`src/rtl/pconv_pkg.sv`:
```
package pconv_pkg;
  typedef enum logic {
    RATE_HALF = 1'b0,
    RATE_3Q   = 1'b1
  } rate_e;

  localparam int MEM_STAGES = 4;
  localparam logic [MEM_STAGES:0] TAPS_FIRST  = 5'b11001; // u, u-3, u-4
  localparam logic [MEM_STAGES:0] TAPS_SECOND = 5'b11011; // u, u-1, u-3, u-4
  localparam int STEPS_HALF = 228;
  localparam int STEPS_3Q   = 338;
  localparam int J_LO = 2;
  localparam int J_HI = 111;
endpackage

```
`src/rtl/pconv_shift.sv`:
```
module pconv_shift #(
  parameter int MEM = 4,
  parameter logic [MEM:0] TAPS0 = 5'b11001,
  parameter logic [MEM:0] TAPS1 = 5'b11011
) (
  input  logic           clk,
  input  logic           rst_n,
  input  logic           clr,
  input  logic           step,
  input  logic           u,
  output logic [1:0]     coded,
  output logic [MEM-1:0] state
);
  logic [MEM-1:0] sr;
  logic [MEM:0]   window;

  // window[i] holds u(n-i)
  assign window   = {sr, u};
  assign coded[0] = ^(window & TAPS0);
  assign coded[1] = ^(window & TAPS1);
  assign state    = sr;

  always_ff @(posedge clk) begin
    if (!rst_n)     sr <= '0;
    else if (clr)   sr <= '0;
    else if (step)  sr <= {sr[MEM-2:0], u};
  end
endmodule

```
`src/rtl/pconv_ctrl.sv`:
```
module pconv_ctrl #(
  parameter int LEN_A = 228,
  parameter int LEN_B = 338,
  parameter int TAIL  = 4,
  parameter int IDXW  = $clog2(LEN_B)
) (
  input  logic              clk,
  input  logic              rst_n,
  input  logic              blk_start,
  input  logic              rate_sel,
  input  logic              in_valid,
  output logic              busy,
  output logic              start_acc,
  output logic              in_ready,
  output logic              step,
  output logic              tail,
  output logic              last,
  output logic              mode,
  output logic [IDXW-1:0]   idx
);
  localparam logic [IDXW-1:0] LEN_A_W = IDXW'(LEN_A);
  localparam logic [IDXW-1:0] LEN_B_W = IDXW'(LEN_B);
  localparam logic [IDXW-1:0] TAIL_W  = IDXW'(TAIL);

  pconv_pkg::rate_e mode_q;
  logic [IDXW-1:0]  len;

  assign mode      = mode_q;
  assign len       = (mode_q == pconv_pkg::RATE_3Q) ? LEN_B_W : LEN_A_W;
  assign start_acc = !busy && blk_start;
  assign tail      = busy && (idx >= len - TAIL_W);
  assign in_ready  = busy && !tail;
  assign step      = busy && (tail || in_valid);
  assign last      = step && (idx == len - 1'b1);

  always_ff @(posedge clk) begin
    if (!rst_n) begin
      busy   <= 1'b0;
      idx    <= '0;
      mode_q <= pconv_pkg::RATE_HALF;
    end else if (start_acc) begin
      busy   <= 1'b1;
      idx    <= '0;
      mode_q <= pconv_pkg::rate_e'(rate_sel);
    end else if (step) begin
      if (last) begin
        busy <= 1'b0;
        idx  <= '0;
      end else begin
        idx  <= idx + 1'b1;
      end
    end
  end

  p_idx_bound_r6: assert property (@(posedge clk) disable iff (!rst_n)
    busy |-> idx < len);

  p_start_ignored_r10: assert property (@(posedge clk) disable iff (!rst_n)
    (busy && blk_start && !last) |=> (busy && mode_q == $past(mode_q) && idx >= $past(idx)));
endmodule

```
`src/rtl/pconv_punct.sv`:
```
module pconv_punct #(
  parameter int IDXW    = 9,
  parameter int N_FIRST = 7,
  parameter int N_LAST  = 335
) (
  input  logic            clk,
  input  logic            rst_n,
  input  logic            clr,
  input  logic            step,
  input  logic            mode,
  input  logic [IDXW-1:0] idx,
  output logic [1:0]      keep
);
  localparam logic [IDXW-1:0] LO_W = IDXW'(N_FIRST);
  localparam logic [IDXW-1:0] HI_W = IDXW'(N_LAST);

  // step index modulo 3: coded index 2n+1 mod 6 is 3 or 5 when n mod 3 is 1 or 2
  logic [1:0] ph;
  logic       in_window;

  always_ff @(posedge clk) begin
    if (!rst_n)    ph <= 2'd0;
    else if (clr)  ph <= 2'd0;
    else if (step) ph <= (ph == 2'd2) ? 2'd0 : ph + 2'd1;
  end

  assign in_window = (idx >= LO_W) && (idx <= HI_W);
  assign keep[0]   = 1'b1;
  assign keep[1]   = !(mode && in_window && (ph != 2'd0));

  p_phase_range_r7: assert property (@(posedge clk) disable iff (!rst_n)
    ph != 2'd3);
endmodule

```
`src/rtl/pconv_encoder.sv`:
```
module pconv_encoder #(
  parameter int MEM   = pconv_pkg::MEM_STAGES,
  parameter logic [MEM:0] TAPS0 = pconv_pkg::TAPS_FIRST,
  parameter logic [MEM:0] TAPS1 = pconv_pkg::TAPS_SECOND,
  parameter int LEN_A = pconv_pkg::STEPS_HALF,
  parameter int LEN_B = pconv_pkg::STEPS_3Q,
  parameter int J_LO  = pconv_pkg::J_LO,
  parameter int J_HI  = pconv_pkg::J_HI
) (
  input  logic       clk,
  input  logic       rst_n,
  input  logic       blk_start,
  input  logic       rate_sel,
  input  logic       in_valid,
  input  logic       in_data,
  output logic       in_ready,
  output logic [1:0] out_valid,
  output logic [1:0] out_bits,
  output logic       blk_done
);
  localparam int IDXW    = $clog2(LEN_B);
  localparam int N_FIRST = 3 * J_LO + 1;
  localparam int N_LAST  = 3 * J_HI + 2;

  logic            busy, start_acc, step, tail, last, mode;
  logic [IDXW-1:0] idx;
  logic [1:0]      coded, keep;
  logic [MEM-1:0]  sr_state;
  logic            u;

  pconv_ctrl #(.LEN_A(LEN_A), .LEN_B(LEN_B), .TAIL(MEM), .IDXW(IDXW)) u_ctrl (
    .clk(clk), .rst_n(rst_n), .blk_start(blk_start), .rate_sel(rate_sel),
    .in_valid(in_valid), .busy(busy), .start_acc(start_acc), .in_ready(in_ready),
    .step(step), .tail(tail), .last(last), .mode(mode), .idx(idx)
  );

  assign u = tail ? 1'b0 : in_data;

  pconv_shift #(.MEM(MEM), .TAPS0(TAPS0), .TAPS1(TAPS1)) u_shift (
    .clk(clk), .rst_n(rst_n), .clr(start_acc), .step(step), .u(u),
    .coded(coded), .state(sr_state)
  );

  pconv_punct #(.IDXW(IDXW), .N_FIRST(N_FIRST), .N_LAST(N_LAST)) u_punct (
    .clk(clk), .rst_n(rst_n), .clr(start_acc), .step(step), .mode(mode),
    .idx(idx), .keep(keep)
  );

  always_ff @(posedge clk) begin
    if (!rst_n) begin
      out_valid <= 2'b00;
      out_bits  <= 2'b00;
      blk_done  <= 1'b0;
    end else begin
      out_valid <= step ? keep : 2'b00;
      out_bits  <= coded;
      blk_done  <= last;
    end
  end

  p_flush_zero_r5: assert property (@(posedge clk) disable iff (!rst_n)
    blk_done |-> (sr_state == '0));

  p_done_pulse_r9: assert property (@(posedge clk) disable iff (!rst_n)
    blk_done |=> !blk_done);

  p_first_kept_r7: assert property (@(posedge clk) disable iff (!rst_n)
    (out_valid != 2'b00) |-> out_valid[0]);

  p_half_all_r6: assert property (@(posedge clk) disable iff (!rst_n)
    (out_valid != 2'b00 && mode == 1'b0) |-> out_valid == 2'b11);

  p_tail_closed_r5: assert property (@(posedge clk) disable iff (!rst_n)
    tail |-> !in_ready);
endmodule

```
`config.mk`:
```
export PLATFORM = sky130hd
export DESIGN_NAME = pconv_encoder
export DESIGN_NICKNAME = d
export VERILOG_FILES = /design/src/rtl/pconv_pkg.sv /design/src/rtl/pconv_shift.sv /design/src/rtl/pconv_ctrl.sv /design/src/rtl/pconv_punct.sv /design/src/rtl/pconv_encoder.sv
export SDC_FILE = /design/constraint.sdc
export NUM_CORES = 1
export LEC_CHECK = 0
export BUFFER_PORTS_ARGS = -buffer_cell sky130_fd_sc_hd__buf_2
export CORE_MARGIN = 2
export CORE_UTILIZATION = 45
export CTS_CLUSTER_DIAMETER = 80
export DETAILED_ROUTE_END_ITERATION = 8
export HOLD_SLACK_MARGIN = 0.06
export PLACE_DENSITY = 0.66
export SETUP_SLACK_MARGIN = 0.4
export SLEW_MARGIN = 10
export SYNTH_ARGS = -nofsm -noshare
export SYNTH_HDL_FRONTEND = slang
export SYNTH_HIERARCHICAL = 1
export SYNTH_SLANG_ARGS = --single-unit
```
`constraint.sdc`:
```
create_clock -name clk -period 2.3 [get_ports clk]
set_clock_uncertainty 0.1 [all_clocks]
set_input_delay 0.46 -clock clk [delete_from_list [all_inputs] [get_ports clk]]
set_output_delay 0.46 -clock clk [all_outputs]
set_load 0.01 [all_outputs]
```
# After elaboration in Yosys (flattened, before gate mapping)
# Index checks and enable logic that the tools add are counted.
# op_classes
reduce_logical	20
n_lt_le_gt_ge	3
add_sub_neg	4
bitwise_logic	1
muxes	8
n_eq_ne	2
# op_table
operator	count
two-way mux 9 bit	2
XOR reduction 5 bit	2
adder 9 x 1 -> 9 bit (second input constant)	1
== test 9 bit	1
>= comparator 9 x 3 -> 1 bit (second input constant)	1
>= comparator 9 bit	1
less-or-equal comparator 9 bit (second input constant)	1
subtractor 9 x 1 -> 9 bit (second input constant)	1
subtractor 9 x 3 -> 9 bit (second input constant)	1
logical AND 1 bit	8
nonzero test 2 bit	3
two-way mux 1 bit	5
AND reduction 2 bit	2
zero test 1 bit	3
adder 2 x 1 -> 2 bit (second input constant)	1
== test 2 bit (second input constant)	1
two-way mux 2 bit	1
OR reduction 2 bit	1
logical OR 1 bit	1
inverter 1 bit	1
# word_totals
elab_cells	47
input_bits	6
output_inout_bits	6
register_bits	22

# Longest topological paths before layout
# logic_depth
ltp_word	10
mapped_depth	11
mapped_depth_nobuf	11

# Cells and area by module
# The synthesis kept the hierarchy.
# by_module_without_submodules
module	seq_area_each_um2	cells_each	n_inst	area_per_inst_um2
pconv_ctrl	220.2	82	1	681.9
pconv_shift	80.1	17	1	193.9
pconv_encoder	100.1	11	1	141.4
pconv_punct	40.0	18	1	141.4

# Least setup slack after synthesis
# Ideal clock, no wire load.
# synth_timing
path_type	reg2reg
startpoint	register u_ctrl.mode_q (netlist: u_ctrl/mode)
endpoint	register u_shift.sr[0] (netlist: u_shift/state[0])
period_less_slack_ns	2.394
arrival_time_ns	2.178
required_ns	2.084
path_stages_with_launch	12
setup_ns	0.116
path_slack_ns	-0.094
path_buffers	2
path_cell_list	dfxtp_1 inv_1 ha_1 nor2b_1 o21ai_1 a31oi_2 o31ai_4 buf_4 inv_1 clkbuf_2 mux2i_1 nor2_1
# synth_via
elab_chain_len	6
word_cells_on_any_way	7
classes_between	1 x add/sub; 1 x order compare; 2 x mux; 3 x reduce/logical
# synth_rtl
item	line	source
start, declared	pconv_ctrl.sv:25	pconv_pkg::rate_e mode_q;
start signal, assigned	pconv_ctrl.sv:40	mode_q <= pconv_pkg::RATE_HALF;
start signal, assigned	pconv_ctrl.sv:44	mode_q <= pconv_pkg::rate_e'(rate_sel);
two-way mux 9 bit	pconv_ctrl.sv:29	assign len = (mode_q == pconv_pkg::RATE_3Q) ? LEN_B_W : LEN_A_W;
subtractor 9 x 3 -> 9 bit	pconv_ctrl.sv:31	assign tail = busy && (idx >= len - TAIL_W);
>= comparator 9 bit	pconv_ctrl.sv:31	
logical AND 1 bit	pconv_ctrl.sv:31	
logical OR 1 bit	pconv_ctrl.sv:33	assign step = busy && (tail || in_valid);
logical AND 1 bit	pconv_ctrl.sv:33	
net step	pconv_encoder.sv:25	logic busy, start_acc, step, tail, last, mode;
end signal, assigned	pconv_shift.sv:26	else if (step) sr <= {sr[MEM-2:0], u};
end, declared	pconv_shift.sv:14	logic [MEM-1:0] sr;
# The timed path passes the listed nets, and every way through them passes these cells.
# A chain may end at the register's enable or synchronous reset.

# Worst setup path after layout
# layout_timing
startpoint	register u_ctrl.mode_q (netlist: u_ctrl/mode)
endpoint	output in_ready
# layout_via
elab_chain_len	6
# layout_rtl
item	line	source
two-way mux 9 bit	pconv_ctrl.sv:29	
subtractor 9 x 3 -> 9 bit	pconv_ctrl.sv:31	
>= comparator 9 bit	pconv_ctrl.sv:31	
logical AND 1 bit	pconv_ctrl.sv:31	
zero test 1 bit	pconv_ctrl.sv:32	assign in_ready = busy && !tail;
logical AND 1 bit	pconv_ctrl.sv:32	
end, declared	pconv_encoder.sv:16	output logic in_ready,
# Every way passes these cells.

==> summary by stage <==
Run status
The flow ran to the end, but the final reports show violations. The checks that failed: negative setup slack.

Yosys
The synthesized design contains 0 enable-type register cells. The commonest register cell after synthesis is sky130_fd_sc_hd__dfxtp_1. Yosys printed 6 warnings. The total standard cell area after synthesis is 1160 um^2. In the synthesized netlist the async set-or-reset flop fraction comes to 0%. The sequential cell area fraction in the yosys report is 38.0%. Yosys mapped the design onto 35 distinct sky130hd cell types. The mean cell area of the mapped netlist is 9.05 um^2.

The number of nets in the synthesized netlist is 141. Counting every instance in the synthesized netlist gives 128. The post-synthesis sequential element count is 22.

Clock network
Clock tree synthesis selected as its root buffer the cell sky130_fd_sc_hd__clkbuf_4. The clock-pin slew of the registers on the worst-case setup and hold paths is 0.13 ns. Buffers inserted during clock tree synthesis total 3. The TritonCTS clock tree is done. The maximum buffer depth of the clock tree is 2. CTS built an H-tree with a depth of 1. The clock insertion delay at the later pin of the skew report is 0.30 ns. The clock net in this run drives a total of 22 sinks.

In this run, post-CTS hold repair placed 0 buffers.

Timing
At the pin with the least slew margin, the transition time is 0.518 ns. The max-slew violation count came to 0. The worst max-slew margin expressed relative to the limit is 65.5%. The top achievable clock speed is 419 MHz. The smallest setup slack after layout is -0.0864 ns.

The hold violation count in the final report came to 0. Setup repair after global routing could not meet its margin everywhere. The shortest period the worst path allows is 2.39 ns. In the finished design, the share of the clock period the worst path needs comes to 104%. Setup violations remaining at the end of the flow were counted as 5.

Power
The switching component of the power is 171 uW. VDD sags by at most 0.360 mV. The clock network is responsible for 30.2% of the overall power. The internal power of the cells totals 531 uW. The net switching fraction of the power is 24.3%. The leakage component of the power is 0.000617 uW.

The share of total power dissipated in sequential elements is 56.3%. Combinational logic burns 13.5% of the power. For this design the ratio of total power to cell area is 457 nW/um^2.

Die
The initialized floorplan defines 18 standard-cell rows. The number of placed I/O pins is 12. After floorplanning, the core was sized to cover 2450 um^2.

For this configuration, the core starts out at a cell density of 47.2%. The width of the die is 54.7 um. The floorplan step defined a die boundary enclosing 3000 um^2. The die outline height is 54.7 um.

Setup path
The required time reported for the critical path endpoint is 1.74 ns. The critical setup path kind is flop to output pin. The capturing element type of the critical path is an output pin. The largest fanout of any net on the critical path is 6. The critical path arrival is 1.83 ns.

The element type at the critical path start is a flop.

Finish
The number of antenna diodes in the final layout is 0. The ratio of cells with drive above 1 in the final layout is 41.8%. The post-synthesis to final-layout area growth is 32.7%.

The final design instance area without fill is 1540 um^2. Cells fill 62.6% of the core in the end. The count of nets after finishing is 172. After the flow finishes, the layout carries non-filler instances totaling 188.

Global route
In the global route stage, overall resource usage came out at 17.5%. The number of global-route vias before repair is 875. The first global-routing pass estimated 3.69 mm of wire.

The number of antenna violations at the first check in global routing came to 0. The global-route congestion overflow total is 0. Entering global routing, the biggest net connects 13 pins.

Routing
The remaining routing DRC violations is 0. The post-detailed-routing wire length is 2.48 mm. The ratio of routed vias to standard cells is 5.30. The number of iterations in the first detailed-routing pass is 4. The antenna violation net count after detailed routing is 0.

The detailed router placed 997 vias in this run. The detailed router's first-iteration violation count is 8. The routed wire length per instance is 13.2 um.

Placement
The worst setup timing slack at the placement stage is 0.0361 ns. In this run the cell area measured after placement is 1330 um^2. The count of buffers added on input and output ports is 11. The number of instances in the placed design is 176. The post-detailed-placement half-perimeter wirelength is 1.75 mm. The final weighted congestion of routability-driven global placement is 0.746.

Flow run
The number of violations of the max-capacitance limit is 0.

Hold path
The worst min-delay path class is primary input to flop.
-- cells by family (layout without fill, tap and decap cells) --
| kind of cell | after synthesis | count (layout) | share of synthesized area (%) |
|---|---|---|---|
| AOI/OAI and AO/OA | 23 | 23 | 12.9 |
| xor gates and xnor gates | 5 | 5 | 5.62 |
| adders and majority gates | 7 | 7 | 7.56 |
| buffers and inverters | 8 | 38 | 3.35 |
| DFF | 22 | 22 | 38.0 |
| muxes | 7 | 7 | 6.16 |
| other | 1 | 1 | 0.324 |
| and+or+nand+nor | 55 | 55 | 26.1 |
-- timing repair --
item,CTS,global route
buffers inserted,6,1
gates resized for setup,11,17
cloned,1,0
endpoints found under the setup margin,22,22
pin swaps,11,18
endpoints found under the hold margin,0,0
-- critical path, cell delays in order (launching register included) --
cell                      delay [ns]
sky130_fd_sc_hd__dfxtp_4        0.42
sky130_fd_sc_hd__inv_6          0.06
sky130_fd_sc_hd__ha_4           0.26
sky130_fd_sc_hd__nor2b_4        0.12
sky130_fd_sc_hd__o21ai_2        0.06
sky130_fd_sc_hd__a31oi_2        0.21
sky130_fd_sc_hd__nor2_1         0.10
sky130_fd_sc_hd__and2_1         0.17
sky130_fd_sc_hd__buf_2          0.13
-- flip-flops by register name (all words and copies together), names as in the netlist --
signal	flops
blk_done	1
out_bits	2
out_valid	2
u_ctrl/busy	1
u_ctrl/idx	9
u_ctrl/mode	1
u_punct/ph	2
u_shift/state	4
-- stage by stage --
| step | TNS [ns] | total power, uW | hold WS, ns |
|---|---|---|---|
| after floorplan | 0 | 457 | 0.360 |
| after global placement | 0 | 476 | 0.376 |
| after detailed placement | 0 | 479 | 0.387 |
| after CTS | -0.119 | 697 | 0.326 |
| after global routing | -0.718 | 729 | 0.365 |
| final | -0.154 | 702 | 0.358 |
-- synthesized netlist by cell type, drive strengths merged, types with 3 or more instances --
| library cell | instances | area, um^2 |
|---|---|---|
| ha | 7 | 87.6 |
| or3 | 4 | 25.0 |
| a21oi | 10 | 50.1 |
| dfxtp | 22 | 440 |
| nor2b | 6 | 37.5 |
| mux2i | 6 | 60.1 |
| nand2 | 6 | 22.5 |
| o31ai | 4 | 43.8 |
| nand3 | 5 | 25.0 |
| or4 | 3 | 22.5 |
| nor2 | 16 | 62.6 |
| and2 | 4 | 28.8 |
| o21ai | 7 | 35.0 |
| nand4 | 3 | 18.8 |
| inv | 5 | 18.8 |
-- cells in the final DEF (no fill, tap or decap), drive strengths merged, types with 2 or more instances in the layout --
cell type / instances
buf: 29
or3: 4
o21ai: 7
nor2: 16
ha: 7
nor2b: 6
nand4: 3
clkbuf: 4
dfxtp: 22
or4: 3
and2: 4
o31ai: 4
a21oi: 10
mux2i: 6
and3: 2
xor2: 2
inv: 5
xnor2: 2
nor4: 2
nand2: 6
nand3: 5
nand2b: 2
-- worst paths after layout --
check	start	endpoint	slack, ns	cells after the start
setup / recovery	u_ctrl/mode	in_ready	-0.09	8
hold / removal	blk_start	u_ctrl/busy	0.36	3
setup reg to reg	u_ctrl/mode	u_ctrl/idx[7]	-0.05	10
hold reg to reg	u_shift/state[1]	u_shift/state[1]	0.42	2
-- layer usage --
layer / share of wire, % / track usage [%]
met1: 45 / 20.1
met4: 0.97 / 7.08
met5: 0 / 0
met3: 2.2 / 3.55
met2: 51 / 31.3
-- power by group through the flow --
stage | combinational [uW] | clock (uW) | sequential (uW)
global placement | 73.5 | 0 | 403
floorplan | 51.6 | 0 | 405
finish | 94.7 | 212 | 395
CTS | 83.1 | 218 | 395
global route | 103 | 229 | 397
detailed placement | 75.1 | 0 | 404
-- cell type report --
cell class	instances	area (um^2)
Clock buffer	4	36.3
Fill cell	221	917
Inverter	5	26.3
Multi-Input combinational cell	98	797
Sequential cell	22	445
Tap cell	30	37.5
Timing Repair Buffer	29	195
Note: power is estimated with default switching activity, not from simulation.
